$ cat config.mk
export PLATFORM = sky130hd
export DESIGN_NAME = chop_phase_ctrl
export DESIGN_NICKNAME = d
export VERILOG_FILES = /design/src/rtl/chop_pkg.sv /design/src/rtl/chop_osc.sv /design/src/rtl/trip_sync.sv /design/src/rtl/wind_ctrl.sv /design/src/rtl/chop_phase_ctrl.sv
export SDC_FILE = /design/constraint.sdc
export NUM_CORES = 1
export LEC_CHECK = 0
export ABC_CLOCK_PERIOD_IN_PS = 1600
export BUFFER_PORTS_ARGS = -buffer_cell sky130_fd_sc_hd__buf_4
export CAP_MARGIN = 20
export CORE_UTILIZATION = 25
export DETAILED_ROUTE_END_ITERATION = 10
export GPL_TIMING_DRIVEN = 0
export PLACE_DENSITY_LB_ADDON = 0.08
export SLEW_MARGIN = 0
export SYNTH_ARGS = -nofsm -noshare
export SYNTH_HDL_FRONTEND = slang
export SYNTH_HIERARCHICAL = 1
export SYNTH_SLANG_ARGS = --single-unit
$ cat constraint.sdc
create_clock -name clk -period 1.6 [get_ports clk]
set_input_delay 0.16 -clock clk [delete_from_list [all_inputs] [get_ports clk]]
set_output_delay 0.16 -clock clk [all_outputs]
set_load 0.01 [all_outputs]
$ cat src/rtl/chop_pkg.sv
package chop_pkg;

    typedef enum logic {
        SIDE_PRI = 1'b0,
        SIDE_CMP = 1'b1
    } side_e;

    localparam int unsigned NUM_WIND = 2;

    function automatic int unsigned imax(input int unsigned x, input int unsigned y);
        return (x > y) ? x : y;
    endfunction

endpackage

$ cat src/rtl/chop_osc.sv
module chop_osc #(
    parameter int unsigned DIV = 2660
) (
    input  logic clk,
    input  logic rst_n,
    input  logic run,
    output logic cyc_start
);
    localparam int unsigned DIV_EFF = (DIV < 2) ? 2 : DIV;
    localparam int unsigned CW      = $clog2(DIV_EFF);
    localparam logic [CW-1:0] LAST  = CW'(DIV_EFF - 1);

    typedef struct packed {
        logic [CW-1:0] cnt;
    } osc_t;

    osc_t s_d, s_q;

    always_comb begin
        s_d = s_q;
        if (run) begin
            s_d.cnt = (s_q.cnt == LAST) ? '0 : s_q.cnt + 1'b1;
        end
    end

    always_ff @(posedge clk) begin
        if (!rst_n) s_q <= '0;
        else        s_q <= s_d;
    end

    assign cyc_start = run && (s_q.cnt == '0);

endmodule

$ cat src/rtl/trip_sync.sv
module trip_sync #(
    parameter int unsigned N = 2
) (
    input  logic         clk,
    input  logic         rst_n,
    input  logic [N-1:0] raw,
    output logic [N-1:0] synced
);
    typedef struct packed {
        logic [N-1:0] st1;
        logic [N-1:0] st2;
    } sync_t;

    sync_t s_d, s_q;

    always_comb begin
        s_d     = s_q;
        s_d.st1 = raw;
        s_d.st2 = s_q.st1;
    end

    always_ff @(posedge clk) begin
        if (!rst_n) s_q <= '0;
        else        s_q <= s_d;
    end

    assign synced = s_q.st2;

endmodule

$ cat src/rtl/wind_ctrl.sv
module wind_ctrl
    import chop_pkg::*;
#(
    parameter int unsigned MIN_ON_CYC = 106,
    parameter int unsigned BLANK_CYC  = 32,
    parameter int unsigned DEAD_CYC   = 469,
    parameter int unsigned LVL_W      = 4
) (
    input  logic             clk,
    input  logic             rst_n,
    input  logic             run,
    input  logic             cyc_start,
    input  logic             pol,
    input  logic [LVL_W-1:0] lvl,
    input  logic             trip_s,
    output logic             drv_p,
    output logic             drv_n
);
    localparam int unsigned HOLD     = imax(imax(MIN_ON_CYC, BLANK_CYC), 1);
    localparam int unsigned DEAD_EFF = imax(DEAD_CYC, 1);
    localparam int unsigned AW       = $clog2(HOLD + 1);
    localparam int unsigned DW       = $clog2(DEAD_EFF + 1);

    typedef struct packed {
        side_e          side;
        logic           on;
        logic [DW-1:0]  dead;
        logic [AW-1:0]  age;
    } wind_t;

    wind_t s_d, s_q;
    logic  lvl_nz;
    side_e want;

    assign lvl_nz = |lvl;
    assign want   = side_e'(pol);

    always_comb begin
        s_d = s_q;
        if (run) begin
            if (s_q.on && (s_q.age != AW'(HOLD))) begin
                s_d.age = s_q.age + 1'b1;
            end
            if (s_q.dead != '0) begin
                s_d.dead = s_q.dead - 1'b1;
                s_d.on   = 1'b0;
                if (s_q.dead == DW'(1)) begin
                    s_d.side = want;
                    s_d.on   = lvl_nz;
                    s_d.age  = '0;
                end
            end else if (want != s_q.side) begin
                s_d.dead = DW'(DEAD_EFF);
                s_d.on   = 1'b0;
            end else if (!lvl_nz) begin
                s_d.on = 1'b0;
            end else if (cyc_start) begin
                s_d.on  = 1'b1;
                s_d.age = '0;
            end else if (s_q.on && trip_s && (s_q.age >= AW'(HOLD - 1))) begin
                s_d.on = 1'b0;
            end
        end
    end

    always_ff @(posedge clk) begin
        if (!rst_n) begin
            s_q      <= '0;
            s_q.side <= SIDE_PRI;
        end else begin
            s_q <= s_d;
        end
    end

    assign drv_p = s_q.on && (s_q.side == SIDE_PRI);
    assign drv_n = s_q.on && (s_q.side == SIDE_CMP);

endmodule

$ cat src/rtl/chop_phase_ctrl.sv
module chop_phase_ctrl
    import chop_pkg::*;
#(
    parameter int unsigned CHOP_DIV   = 2660,
    parameter int unsigned MIN_ON_CYC = 106,
    parameter int unsigned BLANK_CYC  = 32,
    parameter int unsigned DEAD_CYC   = 469,
    parameter int unsigned LVL_W      = 4
) (
    input  logic             clk,
    input  logic             rst_n,
    input  logic             drive_en,
    input  logic             pol_a,
    input  logic             pol_b,
    input  logic [LVL_W-1:0] lvl_a,
    input  logic [LVL_W-1:0] lvl_b,
    input  logic             trip_a,
    input  logic             trip_b,
    output logic             sw_a_p,
    output logic             sw_a_n,
    output logic             sw_b_p,
    output logic             sw_b_n
);
    logic                            cyc_start;
    logic [NUM_WIND-1:0]             pol_w;
    logic [NUM_WIND-1:0][LVL_W-1:0]  lvl_w;
    logic [NUM_WIND-1:0]             trip_raw;
    logic [NUM_WIND-1:0]             trip_s;
    logic [NUM_WIND-1:0]             drv_p;
    logic [NUM_WIND-1:0]             drv_n;

    assign pol_w    = {pol_b, pol_a};
    assign lvl_w    = {lvl_b, lvl_a};
    assign trip_raw = {trip_b, trip_a};

    chop_osc #(
        .DIV (CHOP_DIV)
    ) osc_i (
        .clk       (clk),
        .rst_n     (rst_n),
        .run       (drive_en),
        .cyc_start (cyc_start)
    );

    trip_sync #(
        .N (NUM_WIND)
    ) sync_i (
        .clk    (clk),
        .rst_n  (rst_n),
        .raw    (trip_raw),
        .synced (trip_s)
    );

    for (genvar w = 0; w < NUM_WIND; w++) begin : g_wind
        wind_ctrl #(
            .MIN_ON_CYC (MIN_ON_CYC),
            .BLANK_CYC  (BLANK_CYC),
            .DEAD_CYC   (DEAD_CYC),
            .LVL_W      (LVL_W)
        ) wind_i (
            .clk       (clk),
            .rst_n     (rst_n),
            .run       (drive_en),
            .cyc_start (cyc_start),
            .pol       (pol_w[w]),
            .lvl       (lvl_w[w]),
            .trip_s    (trip_s[w]),
            .drv_p     (drv_p[w]),
            .drv_n     (drv_n[w])
        );
    end

    assign sw_a_p = drive_en && drv_p[0];
    assign sw_a_n = drive_en && drv_n[0];
    assign sw_b_p = drive_en && drv_p[1];
    assign sw_b_n = drive_en && drv_n[1];

endmodule

==> summary.md <==
| Metric | Value |
|---|---|
| Status | `finished with violations` |
| Failing checks | `setup timing` |
| DR DRC count | `0` |
| Share of layout cells above drive strength 1 | `a little over a quarter` |
| First DRT Iteration DRCs | `~80` |
| Max-slew violations | `0` |
| Slew headroom | `58.28%` |
| Clock sinks | `52` |
| Critical path capture point | `g_wind[0].wind_i/s_q[4]` |
| Initial antenna violation count | `0` |
| Xor and xnor area share after synthesis | `9.382%` |
| Final cell count without fillers | `around 520` |
| Die span in y | `109.6 µm` |
| Cell variety after synth | `44` |
| Required time of the critical path | `~1.8 ns` |
| Synthesis warning total | `6` |
| CP arrival | `1.89 ns` |
| Drt first pass iters | `4` |
| Lkg Pwr | `between 1 and 1.5 nW` |
| Gate power share | `slightly below 50%` |
| H-tree levels | `2` |
| Synth Instances | `around 340` |
| Sw power | `2.285 mW` |
| Worst skew pair latency | `a little under 0.3 ns` |
| Fin area | `roughly 3800 µm²` |
| Antenna cells | `0` |
| Asr flop ratio synth | `0%` |
| CTS buffer count | `5` |
| Internal reg-to-reg setup slack | `-0.12 ns` |
| Crit end category | `flop` |
| RD Place Congestion | `between 0.7 and 0.8` |
| Clk root buf | `clkbuf_16` |
| Final antenna-violating net count | `0` |
| Final setup fails | `24` |
| Fraction of the yosys area taken by sequential cells | `about 36%` |
| Worst R2R End | `g_wind[0].wind_i/s_q[4]` |
| CTS tree | `built` |
| WS Path Type | `reg -> reg` |
| Peak supply drop | `~0.47 mV` |
| RSZ-0062 raised after global routing | `true` |
| Vias post-DR | `~2,500` |
| Setup ws final | `-0.1214 ns` |
| Share of total power in sequential cells | `32.4%` |
| Drt via density | `approximately 4.8` |
| Total power | `between 5 and 6 mW` |
| Buffers on Ports | `18` |
| Critical R2R Launch | `osc_i/s_q[4]` |
| IO Pins | `19` |
| Hold Crit Class | `in -> reg` |
| Hpwl dp | `roughly 4.8 mm` |
| Worst slew pin tran | `between 0.6 and 0.7 ns` |
| Syn Nets | `363` |
| Global-route wire length before repair | `about 12 mm` |
| Setup TNS | `-2.175 ns` |
| Die W | `around 110 µm` |
| Power Dens Cells | `1551 nW/µm²` |
| Peak fanout along the critical path | `7` |
| Fraction of synthesized area in multiplexers | `approximately 1.7%` |
| Layout area overhead | `32.17%` |
| Dpl cell area | `between 3000 and 4000 µm²` |
| Largest family of logic cells by synthesized area | `simple AND/OR/NAND/NOR gates` |
| Critical path origin | `osc_i/s_q[4]` |
| Synth Cell Area | `about 2900 µm²` |
| Final period util | `107.6%` |
| Clock period minus worst slack | `about 1.7 ns` |
| CTS Hold Buffers Added | `0` |
| Die area | `12,010 µm²` |
| Nets | `between 400 and 500` |
| Max-Cap Viols | `0` |
| Dominant synthesized flop cell | `dfxtp_1` |
| Synth Area in Adders | `5.188%` |
| Avg Cell Area, Syn | `about 8.6 µm²` |
| F_max | `around 580 MHz` |
| Clock power share | `18.8%` |
| FP Rows | `38` |
| Final hold vios | `0` |
| Simple-Gate Fraction of Synth Area | `32.43%` |
| Core Region | `approximately 11,000 µm²` |
| Number of flops mapped to enable cells by yosys | `0` |
| Largest net degree at the start of global routing | `20` |
| WL final | `6.943 mm` |
| Total gr overflow | `0` |
| Number of global-route vias before repair | `2,372` |
| Total internal power | `3.646 mW` |
| Compound-Gate Fraction of Synth Area | `around an eighth` |
| Longest Clk Path Bufs | `2` |
| Initial Util | `26.12%` |
| Switching Fraction | `roughly 39%` |
| Clock Skews | `0.007216 ns` |
| Clock slew at reported path FFs | `0.07 ns` |
| Reg2Reg Depth | `6` |
| Flops & latches, synth | `52` |
| Cells after DPL | `slightly below 500` |
| Routed len/inst | `about 13 µm` |
| Worst setup SP type | `flop` |
| Total Routing Usage GR | `approximately an eighth` |
| WHS | `around 0.075 ns` |
## per-stage QoR
stage	utilization, %	worst slack, ns
floorplan	-	-0.04779
global placement	29.20	-0.3708
detailed placement	29.20	-0.3622
CTS	32.76	-0.1023
global route	34.53	-0.2311
finish	34.53	-0.1214
## power groups by stage
stage	Clock, mW	Combinational [mW]	Sequential (mW)
after detailed placement	0	2.00	1.83
after global routing	1.22	3.18	1.97
after CTS	1.17	2.46	1.85
after floorplan	0	1.60	1.76
after global placement	0	2.01	1.83
final	1.11	2.90	1.92
## sequential cells by signal (all words and copies together) (netlist names)
register,count
sync_i/synced,2
g_wind.wind_i/s_q,36
osc_i/s_q,12
sync_i/s_d,2
## cell type report
class                   instances  area (µm²)
clock inverters                 1       7.507
repair buffers                 42       324.1
inverters                      15       63.81
multi-input cells             259        2004
well taps                     140       175.2
plain buffers                   8       40.04
flip-flops and latches         52        1067
clock buffers                   7       142.6
fillers                      1149        7253
## cell usage in the layout (no fill, tap or decap), drive strengths merged, types with 10 or more instances in the layout
cell	netlist	final
nand3	22	22
a21oi	10	10
dfxtp	52	52
xor2	11	11
ha	12	12
clkbuf	6	12
xnor2	20	20
and2	10	10
nor2	50	50
buf	4	45
nand2	25	25
nand4	12	12
inv	13	13
nor4	11	11
## Yosys cell counts (7+ instances only)
| cell type | number | area share, % |
|---|---|---|
| dfxtp_1 | 52 | 36 |
| nor2_1 | 50 | 6.5 |
| nand2_1 | 25 | 3.2 |
| nand3_1 | 22 | 3.8 |
| xnor2_1 | 20 | 6.1 |
| inv_1 | 13 | 1.7 |
| ha_1 | 12 | 5.2 |
| nand4_1 | 12 | 2.6 |
| xor2_1 | 11 | 3.3 |
| a21oi_1 | 10 | 1.7 |
| and2_1 | 10 | 2.2 |
| nor3_1 | 7 | 1.2 |
## worst max-delay path, cell delays in order (launching register included)
cell      delay (ns)
dfxtp_2         0.34
nor4_4          0.26
nand2_1         0.10
and4b_4         0.41
nand3_4         0.10
o211ai_4        0.32
nor2_1          0.09
## what timing repair did
item / in CTS / in global routing
endpoints found under the setup margin: 32 / 44
pin swaps: 20 / 15
resized for setup: 32 / 21
gates cloned: 0 / 1
setup buffers: 10 / 13
## worst min path at each step
stage | from | to | depth (start not counted)
final | trip_a | sync_i/s_d[0] | 2
after global placement | trip_a | sync_i/s_d[0] | 2
after detailed placement | trip_a | sync_i/s_d[0] | 2
after CTS | trip_a | sync_i/s_d[0] | 2
after floorplan | trip_a | sync_i/s_d[0] | 1
after global routing | trip_a | sync_i/s_d[0] | 2
## cell families (layout without fill, tap and decap cells)
family                   Yosys count  in the layout
adder cells (fa/ha/maj)           12             12
buffers and inverters             25             73
multiplexers                       5              5
AND/OR/NAND/NOR                  170            170
AO/OA/AOI/OAI                     41             41
XOR/XNOR                          31             31
flip-flops                        52             52
## routing by layer
layer	global-route usage [%]	wire [µm]	up-vias
met1	17.66	3534	1174
met5	0	0	-
met4	3.429	37	0
met3	1.956	125	2
met2	19.63	3245	23
li1	-	-	1294
Power figures use the tool's default switching activity.
